`config.mk`:
```
export PLATFORM = sky130hd
export DESIGN_NAME = l1si_state_array
export DESIGN_NICKNAME = d
export VERILOG_FILES = /design/src/rtl/l1si_pkg.sv /design/src/rtl/l1si_word_cell.sv /design/src/rtl/l1si_sweep_ctrl.sv /design/src/rtl/l1si_access_front.sv /design/src/rtl/l1si_state_array.sv
export SDC_FILE = /design/constraint.sdc
export NUM_CORES = 1
export LEC_CHECK = 0
export BUFFER_PORTS_ARGS = -buffer_cell sky130_fd_sc_hd__buf_2
export CORE_MARGIN = 5
export CORE_UTILIZATION = 35
export DETAILED_ROUTE_END_ITERATION = 7
export GPL_ROUTABILITY_DRIVEN = 0
export HOLD_SLACK_MARGIN = 0.12
export PLACE_DENSITY = 0.52
export SLEW_MARGIN = 10
export SYNTH_ARGS = -nofsm -noshare
export SYNTH_HDL_FRONTEND = slang
export SYNTH_HIERARCHICAL = 1
export SYNTH_SLANG_ARGS = --single-unit
```
`constraint.sdc`:
```
create_clock -name clk -period 2.8 [get_ports clk]
set_input_delay 0.14 -clock clk [delete_from_list [all_inputs] [get_ports clk]]
set_output_delay 0.14 -clock clk [all_outputs]
set_load 0.01 [all_outputs]
```
`src/rtl/l1si_pkg.sv`:
```
package l1si_pkg;

  typedef enum logic [1:0] {
    WS_INV = 2'b00,
    WS_VAL = 2'b01,
    WS_REG = 2'b10
  } wstate_e;

  localparam int RGN_MAX = 8;
  typedef logic [RGN_MAX-1:0] rgn_wide_t;

  typedef struct packed {
    logic hit;
    logic stall;
    logic miss;
    logic regq;
  } acc_res_t;

  // True when a sweep for region cmd must drop this word.
  function automatic logic sweep_drops(wstate_e st, logic tch, rgn_wide_t tag, rgn_wide_t cmd);
    return (st == WS_VAL) && !tch && (tag == cmd);
  endfunction

  // Fill merge: only an Invalid word takes the arriving value.
  function automatic wstate_e fill_merge(wstate_e st);
    return (st == WS_INV) ? WS_VAL : st;
  endfunction

  // Outcome of a local access on a word with state st and pending flag pend.
  function automatic acc_res_t classify(wstate_e st, logic pend, logic wr);
    acc_res_t r;
    r = '0;
    if (!wr) begin
      if (st == WS_INV) r.miss = 1'b1;
      else              r.hit  = 1'b1;
    end else if (st == WS_REG) begin
      r.hit = 1'b1;
    end else if (pend) begin
      r.stall = 1'b1;
    end else begin
      r.regq = 1'b1;
    end
    return r;
  endfunction

endpackage

```
`src/rtl/l1si_word_cell.sv`:
```
module l1si_word_cell
  import l1si_pkg::*;
#(
  parameter int RGN_W = 1
) (
  input  logic             clk,
  input  logic             rst_n,
  input  logic             acc_en,
  input  logic             acc_wr,
  input  logic [RGN_W-1:0] acc_rgn,
  input  logic             fill_en,
  input  logic             grant_en,
  input  logic             sweep_en,
  input  logic [RGN_W-1:0] sweep_rgn,
  input  logic             clr_tch,
  output wstate_e          st_o,
  output logic             pend_o
);

  wstate_e          st_q, st_d;
  logic             tch_q, tch_d;
  logic [RGN_W-1:0] rgn_q, rgn_d;
  logic             pend_q, pend_d;
  logic             drop_now;

  assign drop_now = sweep_en &&
                    sweep_drops(st_q, tch_q, rgn_wide_t'(rgn_q), rgn_wide_t'(sweep_rgn));

  always_comb begin
    st_d = st_q;
    if (drop_now) st_d = WS_INV;
    if (fill_en)  st_d = fill_merge(st_d);
    if (grant_en) st_d = WS_REG;

    tch_d = clr_tch ? 1'b0 : tch_q;
    if (acc_en) tch_d = 1'b1;

    rgn_d = acc_en ? acc_rgn : rgn_q;

    pend_d = pend_q;
    if (acc_en && acc_wr && (st_q != WS_REG)) pend_d = 1'b1;
    if (grant_en) pend_d = 1'b0;
  end

  always_ff @(posedge clk or negedge rst_n) begin
    if (!rst_n) begin
      st_q   <= WS_INV;
      tch_q  <= 1'b0;
      rgn_q  <= '0;
      pend_q <= 1'b0;
    end else begin
      st_q   <= st_d;
      tch_q  <= tch_d;
      rgn_q  <= rgn_d;
      pend_q <= pend_d;
    end
  end

  assign st_o   = st_q;
  assign pend_o = pend_q;

endmodule

```
`src/rtl/l1si_sweep_ctrl.sv`:
```
module l1si_sweep_ctrl #(
  parameter int SETS  = 8,
  parameter int RGN_W = 1,
  localparam int IDX_W = (SETS > 1) ? $clog2(SETS) : 1
) (
  input  logic             clk,
  input  logic             rst_n,
  input  logic             start_req,
  input  logic [RGN_W-1:0] start_rgn,
  output logic             busy,
  output logic [IDX_W-1:0] ptr,
  output logic [RGN_W-1:0] rgn,
  output logic             last
);

  assign last = busy && (ptr == IDX_W'(SETS - 1));

  always_ff @(posedge clk or negedge rst_n) begin
    if (!rst_n) begin
      busy <= 1'b0;
      ptr  <= '0;
      rgn  <= '0;
    end else if (!busy) begin
      if (start_req) begin
        busy <= 1'b1;
        ptr  <= '0;
        rgn  <= start_rgn;
      end
    end else begin
      if (last) busy <= 1'b0;
      ptr <= last ? '0 : ptr + IDX_W'(1);
    end
  end

endmodule

```
`src/rtl/l1si_access_front.sv`:
```
module l1si_access_front
  import l1si_pkg::*;
#(
  parameter int SETS  = 8,
  parameter int WORDS = 4,
  localparam int IDX_W = (SETS > 1) ? $clog2(SETS) : 1,
  localparam int WRD_W = (WORDS > 1) ? $clog2(WORDS) : 1
) (
  input  logic             acc_valid,
  input  logic             acc_write,
  input  logic [IDX_W-1:0] acc_index,
  input  logic [WRD_W-1:0] acc_word,
  input  logic             busy,
  input  wstate_e          sel_st,
  input  logic             sel_pend,
  output logic             acc_hit,
  output logic             acc_stall,
  output logic             miss_req_valid,
  output logic [IDX_W-1:0] miss_req_index,
  output logic [WRD_W-1:0] miss_req_word,
  output logic             reg_req_valid,
  output logic [IDX_W-1:0] reg_req_index,
  output logic [WRD_W-1:0] reg_req_word,
  output logic             acc_take
);

  acc_res_t res;

  always_comb begin
    res = classify(sel_st, sel_pend, acc_write);
    if (!acc_valid) begin
      res = '0;
    end else if (busy) begin
      res       = '0;
      res.stall = 1'b1;
    end
  end

  assign acc_hit        = res.hit;
  assign acc_stall      = res.stall;
  assign miss_req_valid = res.miss;
  assign reg_req_valid  = res.regq;
  assign miss_req_index = acc_index;
  assign miss_req_word  = acc_word;
  assign reg_req_index  = acc_index;
  assign reg_req_word   = acc_word;
  assign acc_take       = acc_valid && !res.stall;

endmodule

```
`src/rtl/l1si_state_array.sv`:
```
module l1si_state_array
  import l1si_pkg::*;
#(
  parameter int SETS  = 8,
  parameter int WORDS = 4,
  parameter int RGN_W = 1,
  localparam int IDX_W = (SETS > 1) ? $clog2(SETS) : 1,
  localparam int WRD_W = (WORDS > 1) ? $clog2(WORDS) : 1
) (
  input  logic             clk,
  input  logic             rst_n,
  input  logic             acc_valid,
  input  logic             acc_write,
  input  logic [IDX_W-1:0] acc_index,
  input  logic [WRD_W-1:0] acc_word,
  input  logic [RGN_W-1:0] acc_region,
  output logic             acc_hit,
  output logic             acc_stall,
  output logic             miss_req_valid,
  output logic [IDX_W-1:0] miss_req_index,
  output logic [WRD_W-1:0] miss_req_word,
  output logic             reg_req_valid,
  output logic [IDX_W-1:0] reg_req_index,
  output logic [WRD_W-1:0] reg_req_word,
  input  logic             fill_valid,
  input  logic [IDX_W-1:0] fill_index,
  input  logic [WORDS-1:0] fill_mask,
  input  logic             grant_valid,
  input  logic [IDX_W-1:0] grant_index,
  input  logic [WRD_W-1:0] grant_word,
  input  logic             phase_end_valid,
  input  logic [RGN_W-1:0] phase_end_region,
  output logic             busy
);

  localparam int CELLS  = SETS * WORDS;
  localparam int CELL_W = (CELLS > 1) ? $clog2(CELLS) : 1;

  // Named internal events, also seen by the bound checker.
  logic             acc_take;
  logic             sweep_last;
  logic [IDX_W-1:0] sweep_ptr;
  logic [RGN_W-1:0] sweep_rgn;
  logic [CELL_W-1:0] sel_cell;

  wstate_e st_arr   [CELLS];
  logic    pend_arr [CELLS];

  assign sel_cell = CELL_W'(acc_index) * CELL_W'(WORDS) + CELL_W'(acc_word);

  l1si_sweep_ctrl #(.SETS(SETS), .RGN_W(RGN_W)) u_sweep (
    .clk       (clk),
    .rst_n     (rst_n),
    .start_req (phase_end_valid),
    .start_rgn (phase_end_region),
    .busy      (busy),
    .ptr       (sweep_ptr),
    .rgn       (sweep_rgn),
    .last      (sweep_last)
  );

  l1si_access_front #(.SETS(SETS), .WORDS(WORDS)) u_front (
    .acc_valid      (acc_valid),
    .acc_write      (acc_write),
    .acc_index      (acc_index),
    .acc_word       (acc_word),
    .busy           (busy),
    .sel_st         (st_arr[sel_cell]),
    .sel_pend       (pend_arr[sel_cell]),
    .acc_hit        (acc_hit),
    .acc_stall      (acc_stall),
    .miss_req_valid (miss_req_valid),
    .miss_req_index (miss_req_index),
    .miss_req_word  (miss_req_word),
    .reg_req_valid  (reg_req_valid),
    .reg_req_index  (reg_req_index),
    .reg_req_word   (reg_req_word),
    .acc_take       (acc_take)
  );

  for (genvar s = 0; s < SETS; s++) begin : g_set
    logic set_acc, set_fill, set_grant, set_sweep;
    assign set_acc   = acc_take && (acc_index == IDX_W'(s));
    assign set_fill  = fill_valid && (fill_index == IDX_W'(s));
    assign set_grant = grant_valid && (grant_index == IDX_W'(s));
    assign set_sweep = busy && (sweep_ptr == IDX_W'(s));

    for (genvar w = 0; w < WORDS; w++) begin : g_word
      l1si_word_cell #(.RGN_W(RGN_W)) u_cell (
        .clk       (clk),
        .rst_n     (rst_n),
        .acc_en    (set_acc && (acc_word == WRD_W'(w))),
        .acc_wr    (acc_write),
        .acc_rgn   (acc_region),
        .fill_en   (set_fill && fill_mask[w]),
        .grant_en  (set_grant && (grant_word == WRD_W'(w))),
        .sweep_en  (set_sweep),
        .sweep_rgn (sweep_rgn),
        .clr_tch   (sweep_last),
        .st_o      (st_arr[s*WORDS + w]),
        .pend_o    (pend_arr[s*WORDS + w])
      );
    end
  end

endmodule

```
==> run summary, run 1 <==
Initial antenna violation count -> 0
Synth warn -> 6
TritonCTS clock tree -> done
Post-Layout Cell Count -> 1,294
# DRC -> 0
Post-synth EDFFs -> 0
CTS root buf -> clkbuf_16
First-pass GRT wire length -> 41.7 mm
Worst setup EP type -> flip-flop
Cell row count -> 58
Port bufs -> 40
Vias in the first global route -> 6,910
Vias post-DR -> 6,769
Clk Latency, worst-skew pair -> 0.43 ns
Average cell area after synthesis -> 10.8 um^2
Post-Syn Nets -> 850
Clk slew on worst S/H paths -> 0.06 ns
Fillers -> 2,357
Final setup vio count -> 32
Status -> complete, but fails checks
Hold Vio Cnt, Final -> 0
Clock Skew -> 0.00886 ns
Global Route Usage Sum -> 19.2%
Chip width -> 169 um
CTS HTree Levels -> 4
Tcrit/Tclk final -> 105%
Worst slew margin -> 25.3%
Register area -> 4130 um^2
Crit start category -> flip-flop
TritonCTS Buffers -> 17
Power Density -> 774 nW/um^2
Antenna viol nets, final -> 0
Synth top area share -> 46.7%
Pwr Total -> 0.00861 W
Worst setup margin -> -0.130 ns
Maxcap violations -> 0
RSZ-0062 raised after global routing -> true
Pin count of the biggest net entering global routing -> 60
Max Slew Vio Count -> 0
Setup WS pre-CTS -> -0.298 ns
Io pins -> 41
Worst hold path type -> in2async
CP max FO -> 4
DR pass1 iterations -> 6
Worst-Margin Slew -> 1.12 ns
Failing checks -> setup timing
Clock tree buffer depth -> 2
Mapped Cells -> 822
Residual overflow from global routing -> 0
CP Class -> reg2reg
Setup TNS -> -2.09 ns
Final WL -> 27.0 mm
Footprint of the multi-input gates -> 4630 um^2
Critical Path RT -> 3.11 ns
Die area -> 28,600 um^2
Synth-to-Final Area Change -> 25.7%
Post-Syn Area -> 8850 um^2
Core ar. -> 25,000 um^2
Post-DP HPWL -> 18.8 mm
Die height -> 169 um
Wire per inst -> 20.9 um
Synth Flop Type -> dfrtp_1
Area contributors post-synth -> dfrtp_1, nor4b_2, mux4_2
Final core utilization -> 44.4%
Sequential share of the synthesized area -> 46.7%
Fmax -> 0.341 GHz
Synth async-reset ratio -> 100%
Leakage -> 4.98 nW
Placed cells -> 1,252
Reg2reg setup slack -> -0.13 ns
Min cycle time layout -> 2.93 ns
Crit path DAT -> 3.24 ns
Nets -> 980
Max IR drop VDD -> 0.000407 V
DR vias/cell -> 5.23
Initial Util -> 35.3%
Clock sinks -> 165
Diode count -> 0
#FFs+latches synth -> 165
DR iter-0 viols -> 510
Yosys top cell by area -> dfrtp_1
Yosys cell types -> 44
Share of layout cells above drive strength 1 -> 32.5%
## layer usage
| layer | routed length, um | track usage [%] |
|---|---|---|
| met5 | 0 | 0 |
| met4 | 304 | 3.85 |
| met3 | 1330 | 3.62 |
| met2 | 12700 | 30.5 |
| met1 | 12700 | 27.6 |
## worst paths after layout
check	to	depth (start not counted)	from
setup / recovery	g_set[4].g_word[0].u_cell/rgn_q$_DFFE_PN0P_	10	g_set[3].g_word[2].u_cell/st_o[0]$_DFF_PN0_
hold / removal	g_set[2].g_word[2].u_cell/st_o[1]$_DFF_PN0_	2	rst_n
setup reg to reg	g_set[4].g_word[0].u_cell/rgn_q$_DFFE_PN0P_	10	g_set[3].g_word[2].u_cell/st_o[0]$_DFF_PN0_
hold reg to reg	g_set[6].g_word[2].u_cell/tch_q$_DFFE_PN0P_	1	g_set[6].g_word[2].u_cell/tch_q$_DFFE_PN0P_
max in group asynchronous	g_set[0].g_word[1].u_cell/pend_o$_DFFE_PN0P_	3	rst_n
min in group clk	g_set[3].g_word[3].u_cell/pend_o$_DFFE_PN0P_	4	grant_index[0]
## cells in the mapped netlist (all sizes together), types with 2 or more instances
| cell | number |
|---|---|
| a2111oi | 3 |
| a211oi | 32 |
| a21o | 33 |
| a21oi | 65 |
| a31oi | 5 |
| and2 | 33 |
| and4b | 3 |
| buf | 21 |
| clkbuf | 6 |
| dfrtp | 165 |
| ha | 2 |
| inv | 96 |
| mux2 | 33 |
| mux2i | 12 |
| mux4 | 18 |
| nand2 | 23 |
| nand2b | 13 |
| nand3 | 14 |
| nand4 | 2 |
| nor2 | 82 |
| nor2b | 11 |
| nor3 | 11 |
| nor4b | 32 |
| o211ai | 32 |
| o221ai | 3 |
| or2 | 34 |
| xnor2 | 32 |
## state kept, by name, summed over array words and instances (netlist names)
register and count:
u_sweep/busy 1, g_set.g_word.u_cell/rgn_q 32, g_set.g_word.u_cell/st_o 64, u_sweep/rgn 1, g_set.g_word.u_cell/tch_q 32, u_sweep/ptr 3, g_set.g_word.u_cell/pend_o 32
## kinds of logic after synthesis
kind of cell / Yosys count / share of synthesized area, %
AOI/OAI and AO/OA: 175 / 14.9
and+or+nand+nor: 262 / 18.8
xor gates and xnor gates: 32 / 3.17
muxes: 63 / 10.2
buffers and inverters: 123 / 5.95
DFF: 165 / 46.7
adders and majority gates: 2 / 0.283
## critical path: stages, from the launching register on
cell and delay (ns):
dfrtp_1 0.38, mux4_2 0.54, a2111oi_4 0.38, a31oi_2 0.15, nand2b_4 0.17, a31oi_4 0.17
nor2b_4 0.32, nand2_4 0.15, nor2_1 0.14, buf_4 0.13, mux2_4 0.29
## cell usage in the layout (no fill, tap or decap), types with 4 or more instances in the layout
| cell type | netlist | final |
|---|---|---|
| nor2_1 | 82 | 51 |
| nand2_1 | 23 | 20 |
| mux4_2 | 18 | 18 |
| buf_4 | 11 | 90 |
| nor3_1 | 10 | 10 |
| a21o_1 | 32 | 32 |
| o211ai_1 | 32 | 32 |
| nor2b_1 | 10 | 9 |
| nand2b_1 | 11 | 11 |
| a211oi_2 | 32 | 32 |
| nand3_1 | 14 | 10 |
| buf_6 | 2 | 4 |
| and2_1 | 32 | 32 |
| inv_1 | 96 | 96 |
| or2_1 | 32 | 32 |
| clkbuf_1 | 6 | 5 |
| nor4b_2 | 32 | 32 |
| mux2i_1 | 12 | 12 |
| mux2_1 | 32 | 20 |
| xnor2_1 | 32 | 32 |
| clkbuf_16 | 0 | 17 |
| buf_2 | 7 | 38 |
| mux2_4 | 1 | 13 |
| nand3_4 | 0 | 4 |
| a21oi_1 | 65 | 65 |
| nor2_4 | 0 | 29 |
| dfrtp_1 | 165 | 164 |
## report_power, final
part           switching, W  internal (W)  total [W]
registers          0.000591       0.00297    0.00356
clock network      0.000982       0.00142    0.00241
logic               0.00131       0.00133    0.00264
total               0.00288       0.00573    0.00861
## metrics by stage
| step | cell area [um^2] | hold slack [ns] |
|---|---|---|
| 2_1_floorplan | 8860 | -0.156 |
| 3_3_place_gp | 10000 | 0.169 |
| 3_5_place_dp | 10000 | 0.168 |
| 4_1_cts | 10800 | 0.290 |
| 5_1_grt | 11100 | 0.319 |
| 6_report | 11100 | 0.270 |
## final cells by class
class                           count  share of cell area, %
Tap cell                          330                   3.71
Inverter                           96                   3.24
Sequential cell                   165                   37.1
Clock inverter                      8                   1.14
Clock buffer                       23                   4.12
Multi-Input combinational cell    534                   41.6
Timing Repair Buffer              138                   9.00
## timing repair
item                                    4_1_cts  5_1_grt
pin swaps                                     1       39
endpoints found under the setup margin       70       67
setup buffers                                 1       12
hold endpoints to repair                     60        0
gates resized for setup                      47       55
hold buffers                                  3        0
Power figures use the tool's default switching activity.
==> inputs of run 2 (changes only) <==
==> constraint.sdc (replaced) <==
create_clock -name clk -period 2.8 [get_ports clk]
set_input_delay 0.14 -clock clk [delete_from_list [all_inputs] [get_ports clk]]
set_output_delay 0.14 -clock clk [all_outputs]
set_load 0.1 [all_outputs]
==> run summary, run 2 (synthesis results as in run 1) <==
First-pass GRT wire length -> 40.7 mm (-2.3%)
Min cycle time layout -> 2.83 ns (-0.0988 ns)
Combinational power share -> 31.0% (+0.3 points)
Max IR drop VDD -> 0.000458 V (+13%)
Worst hold path type -> in2async
Critical path origin -> g_set[3].g_word[2].u_cell/st_o[0]$_DFF_PN0_
Fmax -> 0.353 GHz (+3.5%)
Worst slew margin -> 27.2% (+1.9 points)
Crit path DAT -> 3.13 ns (-0.11 ns)
CP top delay family -> multiplexers
Post-Layout Cell Count -> 1,267 (-2.1%)
Die height -> 169 um (unchanged)
Final setup vio count -> 13 (-59%)
Worst-Margin Slew -> 1.09 ns (-0.0288 ns)
Initial antenna violation count -> 1 (+1)
Footprint of the multi-input gates -> 4580 um^2 (-1.0%)
Most common cell after layout, fill and taps aside -> dfrtp_1
Fillers -> 2,346 (-0.47%)
Clk slew on worst S/H paths -> 0.07 ns (about the same)
# DRC -> 0 (unchanged)
Sw Pwr -> 0.00297 W (+3.2%)
Sum of buffers and inverters on the critical path -> 1 (unchanged)
CTS HTree Levels -> 4 (unchanged)
Register area -> 4130 um^2 (unchanged)
RSZ-0062 raised after global routing -> true
CP max FO -> 4 (unchanged)
Reg2reg setup slack -> -0.03 ns (+0.10 ns)
Clock Skew -> 0.00996 ns (+0.00110 ns)
Tcrit/Tclk final -> 101% (-3.5 points)
Leakage -> 4.90 nW (-1.7%)
Pin count of the biggest net entering global routing -> 63 (+5.0%)
Port bufs -> 40 (unchanged)
Most frequent cells in the layout -> dfrtp_1, inv_1, a21oi_1
Post-DP HPWL -> 18.2 mm (-3.2%)
Pwr Total -> 0.00879 W (+2.1%)
Hold Slack -> 0.264 ns (-0.00537 ns)
Maxcap violations -> 0 (unchanged)
Flop pwr share -> 40.4% (-1.0 points)
Final WL -> 26.2 mm (-2.9%)
Max Slew Vio Count -> 0 (unchanged)
DR iter-0 viols -> 467 (-8.4%)
Switching Share -> 33.8% (+0.36 points)
Cell Area, Placed -> 9970 um^2 (-0.35%)
Wire per inst -> 20.7 um (-0.87%)
Max stage delay cell, worst path -> mux4_2
TritonCTS Buffers -> 17 (unchanged)
Hold Vio Cnt, Final -> 0 (unchanged)
Vias post-DR -> 6,616 (-2.3%)
Cell row count -> 58 (unchanged)
Final instance area -> 11,000 um^2 (-0.81%)
Global Route Usage Sum -> 18.8% (-0.44 points)
DR pass1 iterations -> 5 (-1)
Critical Path RT -> 3.10 ns (about the same)
Die area -> 28,600 um^2 (unchanged)
CTS root buf -> clkbuf_16
Diode count -> 0 (unchanged)
Clock tree buffer depth -> 2 (unchanged)
Status -> complete, but fails checks
Clock sinks -> 165 (unchanged)
Vias in the first global route -> 6,872 (-0.55%)
Critical path depth -> 9 (-1)
Worst setup EP type -> flip-flop
RR Startpoint -> g_set[3].g_word[2].u_cell/st_o[0]$_DFF_PN0_
Share of layout cells above drive strength 1 -> 30.8% (-1.6 points)
Chip width -> 169 um (unchanged)
Synth-to-Final Area Change -> 24.7%
Worst setup margin -> -0.0313 ns (+0.0988 ns)
Nets -> 954 (-2.7%)
Io pins -> 41 (unchanged)
CP Class -> reg2reg
Residual overflow from global routing -> 0 (unchanged)
Largest register FFs -> 64 (unchanged)
Failing checks -> setup timing
Core ar. -> 25,000 um^2 (unchanged)
Worst r2r path cells -> 9 (-1)
TritonCTS clock tree -> done
DR vias/cell -> 5.22 (-0.18%)
Clk pwr share -> 28.6% (+0.7 points)
Antenna viol nets, final -> 0 (unchanged)
Cell Int Power -> 0.00582 W (+1.5%)
Cell Chain, Critical Path -> mux4_2 -> a2111oi_4 -> a31oi_1 -> nand2b_4 -> a31oi_4 -> buf_4 -> nand3_2 -> nor2_2 -> mux2_1
CP peak stage delay -> 0.53 ns (about the same)
Initial Util -> 35.3% (unchanged)
Crit start category -> flip-flop
Clk Latency, worst-skew pair -> 0.43 ns (about the same)
Placed cells -> 1,229 (-1.8%)
Power Density -> 797 nW/um^2 (+2.9%)
[run 2: cell count changes in the layout (fill, tap and decap cells not counted), sizes merged]
cell	delta
bufinv	+1
buf	-26
clkinv	-1
clkinvlp	-1
clkbuf	-1
inv	+1
[run 2: worst register-to-register path, delay by kind of cell, from the launching register on]
family          cells  cell delay (ns)
compound gates      3             0.66
flops               1             0.38
simple gates        3             0.61
mux                 2             0.87
buf+inv             1             0.19
[run 2: power groups by stage]
stage	clock (W)	sequential [W]	combinational, W
floorplan	0	0.00350	0.00175
global placement	0	0.00358	0.00263
detailed placement	0	0.00357	0.00264
CTS	0.00257	0.00354	0.00270
global route	0.00268	0.00362	0.00296
finish	0.00252	0.00355	0.00273
[run 2: area by class of cell]
class	count	area share, %
Clock buffer	22	4.30
Clock inverter	8	1.35
Sequential cell	165	37.5
Inverter	96	3.27
Timing Repair Buffer	112	8.33
Tap cell	330	3.74
Multi-Input combinational cell	534	41.6
[run 2: final timing paths]
kind | end
setup reg to reg | g_set[6].g_word[3].u_cell/rgn_q$_DFFE_PN0P_
setup / recovery | g_set[6].g_word[3].u_cell/rgn_q$_DFFE_PN0P_
min in group clk | g_set[6].g_word[2].u_cell/pend_o$_DFFE_PN0P_
max in group asynchronous | g_set[1].g_word[2].u_cell/tch_q$_DFFE_PN0P_
hold / removal | g_set[2].g_word[2].u_cell/rgn_q$_DFFE_PN0P_
hold reg to reg | g_set[5].g_word[3].u_cell/tch_q$_DFFE_PN0P_
[run 2: through the flow]
stage,util [%],worst slack [ns],TNS [ns]
floorplan,-,-0.0171,-0.0683
global placement,39.8,-0.164,-4.17
detailed placement,39.8,-0.305,-11.87
CTS,43.4,-0.0115,-0.0195
global route,44.0,-0.132,-4.56
finish,44.0,-0.0313,-0.200
[run 2: what timing repair did]
| action | in CTS | in global routing |
|---|---|---|
| endpoints found under the setup margin | 70 | 63 |
| gates resized for setup | 56 | 31 |
| pin swaps | 1 | 18 |
| buffers inserted | 1 | 4 |
| endpoints found under the hold margin | 62 | 0 |
| hold buffers | 3 | 0 |
[run 2: metal layers]
layer,global-route usage (%),routed length [um],vias to the layer above
li1,-,-,3061
met1,26.7,12400,3372
met2,30.0,12100,157
met3,3.95,1360,26
met4,3.54,310,0
met5,0,0,-
==> inputs of run 3 (changes only) <==
--- a/config.mk
+++ b/config.mk
@@ -5,6 +5,7 @@
 export SDC_FILE = /design/constraint.sdc
 export NUM_CORES = 1
 export LEC_CHECK = 0
+export ABC_CLOCK_PERIOD_IN_PS = 2800
 export BUFFER_PORTS_ARGS = -buffer_cell sky130_fd_sc_hd__buf_2
 export CORE_MARGIN = 5
 export CORE_UTILIZATION = 35
==> constraint.sdc (replaced) <==
create_clock -name clk -period 2.8 [get_ports clk]
set_input_delay 0.56 -clock clk [delete_from_list [all_inputs] [get_ports clk]]
set_output_delay 0.56 -clock clk [all_outputs]
set_load 0.1 [all_outputs]
==> run summary, run 3 (synthesis results as in run 1) <==
First-pass GRT wire length -> 41.6 mm (+2.1%)
Core ar. -> 25,000 um^2 (unchanged)
Most frequent cells in the layout -> dfrtp_1, inv_1, buf_4
Largest register FFs -> 64 (unchanged)
Failing checks -> setup timing
Hold Vio Cnt, Final -> 0 (unchanged)
Min cycle time layout -> 3.20 ns (+0.367 ns)
TritonCTS Buffers -> 17 (unchanged)
Initial Util -> 35.3% (unchanged)
CTS HTree Levels -> 4 (unchanged)
CTS root buf -> clkbuf_16
Antenna viol nets, final -> 0 (unchanged)
Global Route Usage Sum -> 19.1% (+0.38 points)
Worst setup EP type -> output port
DR iter-0 viols -> 464 (-0.64%)
Pin count of the biggest net entering global routing -> 63 (unchanged)
Leakage -> 5.07 nW (+3.6%)
Cell row count -> 58 (unchanged)
Worst setup margin -> -0.399 ns (-0.367 ns)
CP peak stage delay -> 0.54 ns (about the same)
Worst r2r path cells -> 12 (+3)
HP Start -> phase_end_region
Worst-Margin Slew -> 1.19 ns (+0.102 ns)
Critical Path RT -> 2.24 ns (-0.86 ns)
CP Class -> in2out
Setup WS pre-CTS -> -0.763 ns (-0.458 ns)
Clk Latency, worst-skew pair -> 0.44 ns (about the same)
Crit-path most repeated cell -> buf_4
Clock tree buffer depth -> 2 (unchanged)
Final WL -> 26.5 mm (+1.2%)
Clk slew on worst S/H paths -> 0.06 ns (about the same)
Initial antenna violation count -> 1 (unchanged)
Vias post-DR -> 6,740 (+1.9%)
Crit start category -> input port
CP max FO -> 4 (unchanged)
Crit path DAT -> 2.64 ns (-0.49 ns)
Nets -> 989 (+3.7%)
Die height -> 169 um (unchanged)
CP top delay family -> buffers and inverters
Worst hold path type -> in2reg
Io pins -> 41 (unchanged)
Clock Skew -> 0.0184 ns (+0.00848 ns)
Worst slew margin -> 20.4% (-6.8 points)
Wire per inst -> 20.3 um (-1.8%)
Max IR drop VDD -> 0.000570 V (+24%)
Final setup vio count -> 69 (+56)
Worst Hold Endpoint -> u_sweep/rgn$_DFFE_PN0P_
Fmax -> 0.313 GHz (-11%)
Max Slew Vio Count -> 0 (unchanged)
Chip width -> 169 um (unchanged)
Vias in the first global route -> 7,067 (+2.8%)
Reg-to-reg endpoint -> g_set[1].g_word[3].u_cell/rgn_q$_DFFE_PN0P_
Cell Chain, Critical Path -> buf_4 -> buf_4 -> mux4_2 -> a2111oi_4 -> a31oi_4 -> nand2b_4 -> buf_6 -> nand2_4 -> nor3_4 -> buf_12
Clock sinks -> 165 (unchanged)
Share of layout cells above drive strength 1 -> 34.0% (+3.1 points)
Max stage delay cell, worst path -> mux4_2
Reg2reg setup slack -> -0.30 ns (-0.27 ns)
Final core utilization -> 45.3% (+1.3 points)
Synth-to-Final Area Change -> 28.2%
Sum of buffers and inverters on the critical path -> 4 (+3)
DR vias/cell -> 5.16 (-1.1%)
Residual overflow from global routing -> 0 (unchanged)
Fillers -> 2,372 (+1.1%)
Most common cell after layout, fill and taps aside -> dfrtp_1
Status -> complete, but fails checks
# DRC -> 0 (unchanged)
Pwr Total -> 0.00862 W (-1.9%)
TritonCTS clock tree -> done
Power Density -> 760 nW/um^2 (-4.7%)
Port bufs -> 40 (unchanged)
Maxcap violations -> 0 (unchanged)
RSZ-0062 raised after global routing -> true
WHS Path Cells -> 2
DR pass1 iterations -> 5 (unchanged)
Tcrit/Tclk final -> 114% (+13 points)
Die area -> 28,600 um^2 (unchanged)
Post-DP HPWL -> 18.6 mm (+2.3%)
RR Startpoint -> g_set[2].g_word[2].u_cell/st_o[0]$_DFF_PN0_
==> run 3: metal layers <==
layer	global-route usage, %	up-vias	routed length, um	part of all wire [%]
li1	-	3135	-	-
met1	27.2	3422	12700	48
met5	0	-	0	0
met3	3.97	31	1110	4.2
met2	29.6	152	12200	46
met4	5.74	0	512	1.9
==> run 3: how the worst max path moves through the flow <==
stage	start	to	slack (ns)	depth (start not counted)
2_1_floorplan	acc_word[1]	miss_req_valid	-0.57	5
6_report	acc_word[1]	reg_req_valid	-0.40	10
4_1_cts	g_set[3].g_word[0].u_cell/st_o[1]$_DFF_PN0_	miss_req_valid	-0.40	6
3_5_place_dp	acc_word[1]	g_set[5].g_word[1].u_cell/rgn_q$_DFFE_PN0P_	-0.76	10
5_1_grt	g_set[2].g_word[0].u_cell/st_o[0]$_DFF_PN0_	acc_hit	-0.46	8
3_3_place_gp	acc_word[1]	g_set[5].g_word[3].u_cell/rgn_q$_DFFE_PN0P_	-0.64	10
==> run 3: report_power, final <==
part           total (W)  internal, W  switching (W)
Sequential       0.00353      0.00297       0.000557
Clock            0.00222      0.00117        0.00105
Combinational    0.00287      0.00138        0.00149
Total            0.00862      0.00553        0.00309
==> run 3: per-stage QoR <==
| step | std cells | hold WS, ns | area (um^2) | TNS, ns |
|---|---|---|---|---|
| after floorplan | 822 | 0.264 | 9030 | -15.84 |
| after global placement | 1247 | 0.490 | 10200 | -45.16 |
| after detailed placement | 1247 | 0.490 | 10200 | -53.50 |
| after CTS | 1297 | 0.350 | 11300 | -9.08 |
| after global routing | 1304 | 0.356 | 11300 | -21.27 |
| final | 1305 | 0.369 | 11300 | -10.56 |
==> run 3: area by class of cell <==
cell class / instances / area (um^2) / share of cell area [%]
Multi-Input combinational cell: 534 / 4700 / 41.4
Sequential cell: 165 / 4130 / 36.4
Antenna cell: 1 / 2.50 / 0.0221
Timing Repair Buffer: 147 / 1200 / 10.6
Clock buffer: 19 / 443 / 3.90
Tap cell: 330 / 413 / 3.64
Inverter: 96 / 360 / 3.18
Clock inverter: 13 / 98.8 / 0.871
==> run 3: what timing repair did <==
| item | 4_1_cts | 5_1_grt |
|---|---|---|
| pin swaps | 31 | 15 |
| hold buffers | 1 | 0 |
| endpoints found under the setup margin | 82 | 92 |
| setup buffers | 17 | 7 |
| resized for setup | 93 | 3 |
| hold endpoints to repair | 49 | 0 |
